==> config.mk <==
export PLATFORM = sky130hd
export DESIGN_NAME = atomic_rmw_unit
export DESIGN_NICKNAME = d
export VERILOG_FILES = /design/src/rtl/armw_pkg.sv /design/src/rtl/armw_alu.sv /design/src/rtl/armw_ctrl.sv /design/src/rtl/atomic_rmw_unit.sv
export SDC_FILE = /design/constraint.sdc
export NUM_CORES = 1
export LEC_CHECK = 0
export ABC_AREA = 1
export BUFFER_PORTS_ARGS = -buffer_cell sky130_fd_sc_hd__buf_2
export CAP_MARGIN = 15
export CORE_UTILIZATION = 51
export DETAILED_ROUTE_END_ITERATION = 10
export PLACE_DENSITY = 0.81
export SLEW_MARGIN = 20
export SYNTH_ARGS = -nofsm -noshare
export SYNTH_HDL_FRONTEND = slang
export SYNTH_HIERARCHICAL = 1
export SYNTH_SLANG_ARGS = --single-unit
==> constraint.sdc <==
create_clock -name clk -period 9.1 [get_ports clk]
set_input_delay 0.91 -clock clk [delete_from_list [all_inputs] [get_ports clk]]
set_output_delay 0.91 -clock clk [all_outputs]
set_load 0.05 [all_outputs]
==> src/rtl/armw_pkg.sv <==
package armw_pkg;

  typedef enum logic {
    OP_XADD    = 1'b0,
    OP_CMPXCHG = 1'b1
  } armw_op_e;

  typedef enum logic [2:0] {
    ST_IDLE,
    ST_READ,
    ST_WAIT,
    ST_CALC,
    ST_WRITE,
    ST_DONE
  } armw_state_e;

  typedef struct packed {
    logic cf;
    logic zf;
    logic sf;
    logic of;
  } armw_flags_t;

endpackage

==> src/rtl/armw_alu.sv <==
module armw_alu
  import armw_pkg::*;
#(
  parameter int BASE_W    = 8,
  parameter int NUM_SIZES = 4,
  localparam int DATA_W   = BASE_W << (NUM_SIZES - 1),
  localparam int SZ_W     = $clog2(NUM_SIZES)
) (
  input  logic              op_i,
  input  logic [SZ_W-1:0]   size_i,
  input  logic [DATA_W-1:0] dest_i,
  input  logic [DATA_W-1:0] src_i,
  input  logic [DATA_W-1:0] acc_i,
  output logic [DATA_W-1:0] sum_o,
  output logic [DATA_W-1:0] dest_m_o,
  output logic [DATA_W-1:0] src_m_o,
  output logic [DATA_W-1:0] acc_m_o,
  output logic              eq_o,
  output armw_flags_t       flags_o
);

  logic [DATA_W-1:0]    mask_tab [NUM_SIZES];
  logic [DATA_W-1:0]    mask;
  logic [DATA_W:0]      add_full;
  logic [DATA_W:0]      sub_full;
  logic [NUM_SIZES-1:0] add_c, add_s, sub_b, sub_s, d_msb, s_msb, a_msb;
  logic                 c_add, s_add, b_sub, s_sub, dm, sm, am;

  // one slice per supported operand width
  for (genvar g = 0; g < NUM_SIZES; g++) begin : g_size
    localparam int W = BASE_W << g;
    assign mask_tab[g] = {DATA_W{1'b1}} >> (DATA_W - W);
    assign add_c[g]    = add_full[W];
    assign add_s[g]    = add_full[W-1];
    assign sub_b[g]    = sub_full[W];
    assign sub_s[g]    = sub_full[W-1];
    assign d_msb[g]    = dest_m_o[W-1];
    assign s_msb[g]    = src_m_o[W-1];
    assign a_msb[g]    = acc_m_o[W-1];
  end

  assign mask     = mask_tab[size_i];
  assign dest_m_o = dest_i & mask;
  assign src_m_o  = src_i & mask;
  assign acc_m_o  = acc_i & mask;

  assign add_full = {1'b0, dest_m_o} + {1'b0, src_m_o};
  assign sub_full = {1'b0, acc_m_o} - {1'b0, dest_m_o};

  assign sum_o = add_full[DATA_W-1:0] & mask;
  assign eq_o  = ~|(sub_full[DATA_W-1:0] & mask);

  assign c_add = add_c[size_i];
  assign s_add = add_s[size_i];
  assign b_sub = sub_b[size_i];
  assign s_sub = sub_s[size_i];
  assign dm    = d_msb[size_i];
  assign sm    = s_msb[size_i];
  assign am    = a_msb[size_i];

  always_comb begin
    if (op_i == OP_XADD) begin
      flags_o.cf = c_add;
      flags_o.zf = ~|sum_o;
      flags_o.sf = s_add;
      flags_o.of = (dm == sm) && (s_add != dm);
    end else begin
      flags_o.cf = b_sub;
      flags_o.zf = eq_o;
      flags_o.sf = s_sub;
      flags_o.of = (am != dm) && (s_sub != am);
    end
  end

endmodule

==> src/rtl/armw_ctrl.sv <==
module armw_ctrl
  import armw_pkg::*;
(
  input  logic clk,
  input  logic rst,
  input  logic start_i,
  input  logic rvalid_i,
  input  logic need_write_i,
  output logic accept_o,
  output logic capture_o,
  output logic calc_o,
  output logic req_o,
  output logic we_o,
  output logic lock_o,
  output logic done_o
);

  armw_state_e state, nxt;

  always_comb begin
    nxt = state;
    unique case (state)
      ST_IDLE:  if (start_i) nxt = ST_READ;
      ST_READ:  nxt = ST_WAIT;
      ST_WAIT:  if (rvalid_i) nxt = ST_CALC;
      ST_CALC:  nxt = need_write_i ? ST_WRITE : ST_DONE;
      ST_WRITE: nxt = ST_DONE;
      ST_DONE:  nxt = ST_IDLE;
      default:  nxt = ST_IDLE;
    endcase
  end

  assign accept_o  = (state == ST_IDLE) && start_i;
  assign capture_o = (state == ST_WAIT) && rvalid_i;
  assign calc_o    = (state == ST_CALC);

  always_ff @(posedge clk) begin
    if (rst) begin
      state  <= ST_IDLE;
      req_o  <= 1'b0;
      we_o   <= 1'b0;
      lock_o <= 1'b0;
      done_o <= 1'b0;
    end else begin
      state  <= nxt;
      req_o  <= (nxt == ST_READ) || (nxt == ST_WRITE);
      we_o   <= (nxt == ST_WRITE);
      lock_o <= (nxt == ST_READ) || (nxt == ST_WAIT) ||
                (nxt == ST_CALC) || (nxt == ST_WRITE);
      done_o <= (nxt == ST_DONE);
    end
  end

endmodule

==> src/rtl/atomic_rmw_unit.sv <==
module atomic_rmw_unit
  import armw_pkg::*;
#(
  parameter int BASE_W    = 8,
  parameter int NUM_SIZES = 4,
  parameter int ADDR_W    = 16,
  localparam int DATA_W   = BASE_W << (NUM_SIZES - 1),
  localparam int SZ_W     = $clog2(NUM_SIZES)
) (
  input  logic              clk,
  input  logic              rst,
  input  logic              start_i,
  input  logic              op_i,
  input  logic [SZ_W-1:0]   size_i,
  input  logic [ADDR_W-1:0] addr_i,
  input  logic [DATA_W-1:0] src_i,
  input  logic [DATA_W-1:0] acc_i,
  output logic              mem_req_o,
  output logic              mem_we_o,
  output logic [ADDR_W-1:0] mem_addr_o,
  output logic [SZ_W-1:0]   mem_size_o,
  output logic [DATA_W-1:0] mem_wdata_o,
  input  logic              mem_rvalid_i,
  input  logic [DATA_W-1:0] mem_rdata_i,
  output logic              lock_o,
  output logic              done_o,
  output logic [DATA_W-1:0] src_o,
  output logic [DATA_W-1:0] acc_o,
  output logic              cf_o,
  output logic              zf_o,
  output logic              sf_o,
  output logic              of_o
);

  logic              op_q;
  logic [SZ_W-1:0]   size_q;
  logic [ADDR_W-1:0] addr_q;
  logic [DATA_W-1:0] src_q, acc_q, dest_q;
  logic              accept, capture, calc, need_write;
  logic [DATA_W-1:0] sum, dest_m, src_m, acc_m;
  logic              eq;
  armw_flags_t       flags;

  armw_ctrl u_ctrl (
    .clk         (clk),
    .rst         (rst),
    .start_i     (start_i),
    .rvalid_i    (mem_rvalid_i),
    .need_write_i(need_write),
    .accept_o    (accept),
    .capture_o   (capture),
    .calc_o      (calc),
    .req_o       (mem_req_o),
    .we_o        (mem_we_o),
    .lock_o      (lock_o),
    .done_o      (done_o)
  );

  armw_alu #(
    .BASE_W   (BASE_W),
    .NUM_SIZES(NUM_SIZES)
  ) u_alu (
    .op_i    (op_q),
    .size_i  (size_q),
    .dest_i  (dest_q),
    .src_i   (src_q),
    .acc_i   (acc_q),
    .sum_o   (sum),
    .dest_m_o(dest_m),
    .src_m_o (src_m),
    .acc_m_o (acc_m),
    .eq_o    (eq),
    .flags_o (flags)
  );

  assign need_write = (op_q == OP_XADD) || eq;
  assign mem_addr_o = addr_q;
  assign mem_size_o = size_q;

  // command capture
  always_ff @(posedge clk) begin
    if (rst) begin
      op_q   <= 1'b0;
      size_q <= '0;
      addr_q <= '0;
      src_q  <= '0;
      acc_q  <= '0;
    end else if (accept) begin
      op_q   <= op_i;
      size_q <= size_i;
      addr_q <= addr_i;
      src_q  <= src_i;
      acc_q  <= acc_i;
    end
  end

  // operand read
  always_ff @(posedge clk) begin
    if (rst)          dest_q <= '0;
    else if (capture) dest_q <= mem_rdata_i;
  end

  // result registers
  always_ff @(posedge clk) begin
    if (rst) begin
      src_o       <= '0;
      acc_o       <= '0;
      mem_wdata_o <= '0;
      cf_o        <= 1'b0;
      zf_o        <= 1'b0;
      sf_o        <= 1'b0;
      of_o        <= 1'b0;
    end else if (calc) begin
      cf_o <= flags.cf;
      zf_o <= flags.zf;
      sf_o <= flags.sf;
      of_o <= flags.of;
      if (op_q == OP_XADD) begin
        src_o       <= dest_m;
        acc_o       <= acc_m;
        mem_wdata_o <= sum;
      end else begin
        src_o       <= src_m;
        acc_o       <= eq ? acc_m : dest_m;
        mem_wdata_o <= src_m;
      end
    end
  end

endmodule

==> Yosys cells after proc, flatten, opt, wreduce, memory -nomap -nowiden <==
Index checks and enable logic that the tools add are counted.
{ "word_totals": {"rom_bits": 0, "ff_bits": 414, "mem_count": 0, "ramBits": 0, "output_inout_bits": 218, "latchBits": 0, "input_bits": 215} }
{ "classes": {"div_mod_pow": 0, "mul": 0, "n_addsub": 2, "reduce_logical": 14, "magnitude_cmp": 2, "muxes": 26, "n_eq_ne": 13, "n_bitwise": 7, "shifts": 0} }
{ "ops": {"columns": ["cell", "n"], "rows": [
  ["$mux 64", 6],
  ["$and 64x64->64", 5],
  ["$bmux 64 s2", 1],
  ["$reduce_or 64->1", 2],
  ["$add 64x64->65", 1],
  ["$sub 64x64->65", 1],
  ["$pmux 3 s5", 1],
  ["$bmux 1 s2", 7],
  ["$eq 3x2->1 const B", 4],
  ["$eq 3x3->1 const B", 3],
  ["$mux 1", 8],
  ["$eq 3x1->1 const B", 2],
  ["$mux 3", 2],
  ["$logic_or 1x1->1", 5],
  ["$logic_and 1x1->1", 4],
  ["$mux 4", 1],
  ["$ge 3x3->1 const B", 1],
  ["$logic_not 3->1", 1],
  ["$lt 2x3->1 const B", 1],
  ["$ne 1x1->1", 3],
  ["$not 2->3", 1],
  ["$logic_not 1->1", 2],
  ["$eq 1x1->1", 1],
  ["$not 1->1", 1]
]} }

==> Longest topological paths before layout <==
{ "logic_depth": {"depth_word": 16, "ltp_mapped": 37, "ltp_nobuf": 30} }

==> Hierarchy <==
The synthesis kept the hierarchy.
{ "by_module_without_submodules": {"columns": ["mod", "instances", "seq_area_each_um2", "cells_per_inst", "area_each_um2"], "rows": [
  ["atomic_rmw_unit", 1, 8147.8, 2128, 15742.6],
  ["armw_alu", 1, 0.0, 2938, 14144.8],
  ["armw_ctrl", 1, 140.1, 45, 327.8]
]} }

==> Least setup slack after synthesis <==
No wires, ideal clock.
{ "synth_path": {"kind": "register to register", "start": "register size_q[0], in the netlist mem_size_o[0]", "end": "register u_ctrl.lock_o", "path_stages_with_launch": 36, "required_time_ps": 9042, "path_slack_ps": 4164, "t_arrival_ps": 4878, "path_cell_list": "dfxtp_1 > buf_6 > nand2_4 > buf_6 > inv_1 > clkbuf_1 > buf_2 > buf_2 > buf_1 > nand2_1 > ha_1 > nand2_1 > nor2_1 > inv_1 > nor2_1 > inv_1 > nor3_1 > nand4_1 > nand2_1 > nand2_1 > nand3_1 > nand2_1 > nor2_1 > nand2_1 > nor2_2 > inv_1 > nor3_2 > inv_1 > nand2_1 > clkbuf_1 > inv_1 > nand2_2 > nand3_2 > nor2_2 > nand2_2 > nand2_1"} }
{ "synth_between": {"elab_chain_cells": 16, "elab_cells_between_ends": 20, "cone_classes": "add/sub (1); eq/ne (4); mux (5); bitwise (4); reduce/logical (6)"} }
{ "synth_rtl": {"columns": ["item", "line", "rtl"], "rows": [
  ["start, declared", "atomic_rmw_unit.sv:36", "logic [SZ_W-1:0] size_q;"],
  ["start signal, assigned", "atomic_rmw_unit.sv:90", "size_q <= size_i;"],
  ["$not 2->3 (not written as such) *", "armw_alu.sv:42", "assign mask = mask_tab[size_i];"],
  ["$bmux 64 s2 *", "armw_alu.sv:42", null],
  ["$mux 64 (not written as such) * (2 in a row)", "armw_alu.sv:42", null],
  ["$and 64x64->64, on equally long branches", "armw_alu.sv:45, armw_alu.sv:43", null],
  ["$sub 64x64->65", "armw_alu.sv:48", "assign sub_full = {1'b0, acc_m_o} - {1'b0, dest_m_o};"],
  ["$and 64x64->64 *", "armw_alu.sv:51", "assign eq_o = ~|(sub_full[DATA_W-1:0] & mask);"],
  ["$reduce_or 64->1 *", "armw_alu.sv:51", null],
  ["$logic_not 1->1 *", "armw_alu.sv:51", null],
  ["named net eq", "atomic_rmw_unit.sv:41", "logic eq;"],
  ["$logic_or 1x1->1 *", "atomic_rmw_unit.sv:76", "assign need_write = (op_q == OP_XADD) || eq;"],
  ["named net need_write", "atomic_rmw_unit.sv:39", "logic accept, capture, calc, need_write;"],
  ["$mux 1 *", "armw_ctrl.sv:26", "ST_CALC: nxt = need_write_i ? ST_WRITE : ST_DONE;"],
  ["$pmux 3 s5 *", "armw_ctrl.sv:22", "unique case (state)"],
  ["$eq 3x1->1 or $eq 3x2->1 (tied branches)", "armw_ctrl.sv:48", "lock_o <= (nxt == ST_READ) || (nxt == ST_WAIT) ||"],
  ["$logic_or 1x1->1 (2 in a row)", "armw_ctrl.sv:48", null],
  ["$logic_or 1x1->1 *", "armw_ctrl.sv:49", "(nxt == ST_CALC) || (nxt == ST_WRITE);"],
  ["end signal, assigned", "armw_ctrl.sv:48", null],
  ["end, declared", "armw_ctrl.sv:14", "output logic lock_o,"]
]} }
The timed path passes the listed nets; every way through them passes the cells marked *. The select of a mux whose other input is x is not followed.
A chain may end at the register's enable or synchronous reset.

==> Worst setup path after layout <==
{ "layout_path": {"start": "register size_q[0], in the netlist mem_size_o[0]", "end": "register u_ctrl.state[0]"} }
{ "layout_between": {"elab_chain_cells": 12, "elab_cells_between_ends": 13, "cone_classes": "add/sub (1); mux (5); bitwise (4); reduce/logical (3)"} }
{ "layout_rtl": {"columns": ["item", "line", "rtl"], "rows": [
  ["$not 2->3 (not written as such) *", "armw_alu.sv:42", null],
  ["$bmux 64 s2 *", "armw_alu.sv:42", null],
  ["$mux 64 (not written as such) * (2 in a row)", "armw_alu.sv:42", null],
  ["$and 64x64->64, on equally long branches", "armw_alu.sv:45, armw_alu.sv:43", null],
  ["$sub 64x64->65", "armw_alu.sv:48", null],
  ["$and 64x64->64 *", "armw_alu.sv:51", null],
  ["$reduce_or 64->1 *", "armw_alu.sv:51", null],
  ["$logic_not 1->1 *", "armw_alu.sv:51", null],
  ["named net eq", "atomic_rmw_unit.sv:41", null],
  ["$logic_or 1x1->1 *", "atomic_rmw_unit.sv:76", null],
  ["$mux 1 *", "armw_ctrl.sv:26", null],
  ["$pmux 3 s5 *", "armw_ctrl.sv:22", null],
  ["end signal, assigned", "armw_ctrl.sv:45", "state <= nxt;"],
  ["end, declared", "armw_ctrl.sv:18", "armw_state_e state, nxt;"]
]} }
Marks and branches as above.

==> results.md <==
* Syn avg cell area at roughly 5.9 µm²
* Worst r2r dst: u_ctrl/state[0]
* Worst-margin pin slew at approximately 1.2 ns
* Syn Nets at ~5.4k
* Post-CTS Setup Bufs at 0
* Routability cong. at around 1.1
* GRT Total Usage at 0.402
* Hold Path Class: register to register
* DR iter-0 viols at between 3k and 4k
* Vias in the first global route at 31.8k
* Most common cell in the netlist: nand2_1
* DRT Pass-1 Iters at 7
* CTS tree: yes
* Worst Path Max Fanout at 40
* CP Capture Type: register
* Final setup fails at 0
* Unrepaired setup endpoints after global routing: false
* Predominant post-synthesis flop cell: dfxtp_1
* Placed cell area at approximately 32000 µm²
* CTS resizes at 0
* Minimum clock period at between 6 and 7 ns
* Drt drc at 0
* DP Wirelength at 99500 µm
* Reg-to-reg setup timing slack at 2.79 ns
* Post-synthesis sequential area ratio at 0.274
* Pin count of the biggest net entering global routing at between 200 and 250
* Hold_buf cts at 0
* Worst Path Required at between 9 and 10 ns
* Post-synthesis instance total at between 5k and 6k
* Final hold slack at ~0.5 ns
* Routed vias at 34.8k
* Io pins at between 400 and 500
* CP Launch Type: register
* CP arrival at 6.73 ns
* Hold Violations, Final at 0
* Area grow syn2layout at 11.6%
* VDD IR max at ~0.00016 V
* Asr flop ratio synth at 0
* Most frequent CP cell: nand2_1
* Pins Over Slew Limit at 0
* Synth Cell Area at ~30000 µm²
* DR vias/cell at 5.63
* Post-Route WL at 126000 µm
* Worst Hold Depth at 2
* R2R depth at 28
* Number of synthesized flops with an enable pin at 0
* Rows at 88
* Power Total at 0.00594 W
* First-pass GRT wire length at ~190000 µm
* Nets@finish at 5712
* Aggregate global routing overflow at 0
* Pwr Density at approximately 180 nW/µm²
* H-Tree Level Count at 2
* Latest clock arrival within the worst-skew pair at approximately 0.6 ns
* CTS buffer count at 43
* Largest cells by area after synthesis: dfxtp_1, nand2_1, nor2_1
* Full die area at roughly 60000 µm²
* Initial antenna violation count at 10
* Post-synth top area share at 0.274
* Max-cap violations at 0
* Starting Density at 0.520
* Max Freq at approximately 160 MHz
* Die height at ~250 µm
* FILL cells at a little over 6k
* R2R Path Start: mem_size_o[0]
* Status: complete, no violations
* Period utilization at 0.694
* Crit Path Class: register to register
* Synthesis Warnings at 6
* Post-Route Skew at approximately 0.017 ns
* PortBufs at approximately 430
* Non-Filler Instances at 6182
* Hold endpoint: acc_q[30]
* HP Start: acc_q[30]
* Post-route ant nets at 0
* Reg clk slew, reported paths at ~0.060 ns
* Placed cells at 6099
* Yosys reg bits at slightly above 400
* Die span in x at about 250 µm
* Clock tree sinks at 414
* Unique masters post-synth at 57
* Highest cell delay on the worst timing path at 0.73 ns
* CTS max path bufs at 3
* TNS Setup at 0 ns
* Slew margin rel. at 0.207
* Avg WL per Cell at 20.4 µm
* Commonest cells in the netlist: nand2_1, nor2_1, inv_1, o21ai_0, dfxtp_1
* Core Region at a little under 60000 µm²
* Root buf cell: clkbuf_16
* Slowest-stage cell, CP: nand2_2
* Leakage at 18.3 nW
* Fin area at between 30000 and 40000 µm²
* Worst Setup SP: mem_size_o[0]
* Layout cells sized above 1 at 0.123
* Area leader, netlist: dfxtp_1
-- where the power goes --
| group | leakage [nW] | switching, W | total [W] | internal [W] |
|---|---|---|---|---|
| Combinational | 14.2 | 0.00151 | 0.00208 | 0.000570 |
| Clock | 0.700 | 0.000772 | 0.00178 | 0.00101 |
| Sequential | 3.38 | 0.000117 | 0.00208 | 0.00196 |
-- critical path: cells and delay by family, from the launching register on --
| family | cells | cell delay (ns) |
|---|---|---|
| buffers and inverters | 6 | 1.60 |
| flip-flops | 1 | 0.37 |
| adder cells (fa/ha/maj) | 1 | 0.41 |
| AND/OR/NAND/NOR | 21 | 3.70 |
-- per-stage QoR --
stage	utilization	setup slack, ns
2_1_floorplan	-	4.16
3_3_place_gp	0.556	2.94
3_5_place_dp	0.556	3.00
4_1_cts	0.580	2.98
5_1_grt	0.580	2.42
6_report	0.580	2.79
-- cells by family after synthesis --
family | share of synthesized area
xor+xnor | 0.00783
simple gates | 0.390
flops | 0.274
fa+ha+maj | 0.0494
compound gates | 0.145
buf+inv | 0.133
-- how the worst max path moves through the flow --
stage	slack (ns)	cells past startpoint	endpoint
5_1_grt	2.42	29	u_ctrl/lock_o
6_report	2.79	28	u_ctrl/state[0]
2_1_floorplan	4.16	35	u_ctrl/lock_o
4_1_cts	2.98	28	u_ctrl/state[0]
3_3_place_gp	2.94	28	u_ctrl/state[0]
3_5_place_dp	3.00	28	u_ctrl/state[0]
-- layer usage --
layer  track usage  routed length (µm)
met4         0.136                4530
met5        0.0106                   8
met1         0.533               53000
met3        0.0752               11900
met2         0.651               56400
-- sequential cells by signal, indices dropped and copies added, names as in the netlist, 2 cells and up --
name,count
mem_wdata_o,64
acc_o,64
acc_q,64
src_q,64
dest_q,64
mem_addr_o,16
mem_size_o,2
src_o,64
u_ctrl/state,3
-- layout make-up --
type	count	area (µm²)	share of cell area
diodes	10	25.0	0.000742
clock buffers	60	1290	0.0383
clock inverters	13	93.8	0.00278
inverters	733	2780	0.0825
multi-input cells	3734	17900	0.532
flip-flops and latches	414	8290	0.246
well taps	765	957	0.0284
repair buffers	453	2340	0.0695
-- layout by cell type (no fill, tap or decap), types with 18 or more instances in the layout --
cell type  netlist  routed
nand3_1        376     376
nand2_2         32      33
inv_1          713     710
nand2_1       1200    1199
nand3_2         21      21
dfxtp_1        414     412
o21ai_0        429     429
o21bai_1        20      20
nor2_1         966     965
buf_4           40      19
nor2_2          23      23
nand4_1         49      49
buf_2          111     432
nor2_4          17      18
ha_1           116     116
nand3b_1        25      25
a31oi_1        132     132
a21oi_1        166     166
clkbuf_16        0      45
xor2_1          18      18
nor3_1          37      37
Note: power is estimated with default switching activity, not from simulation.
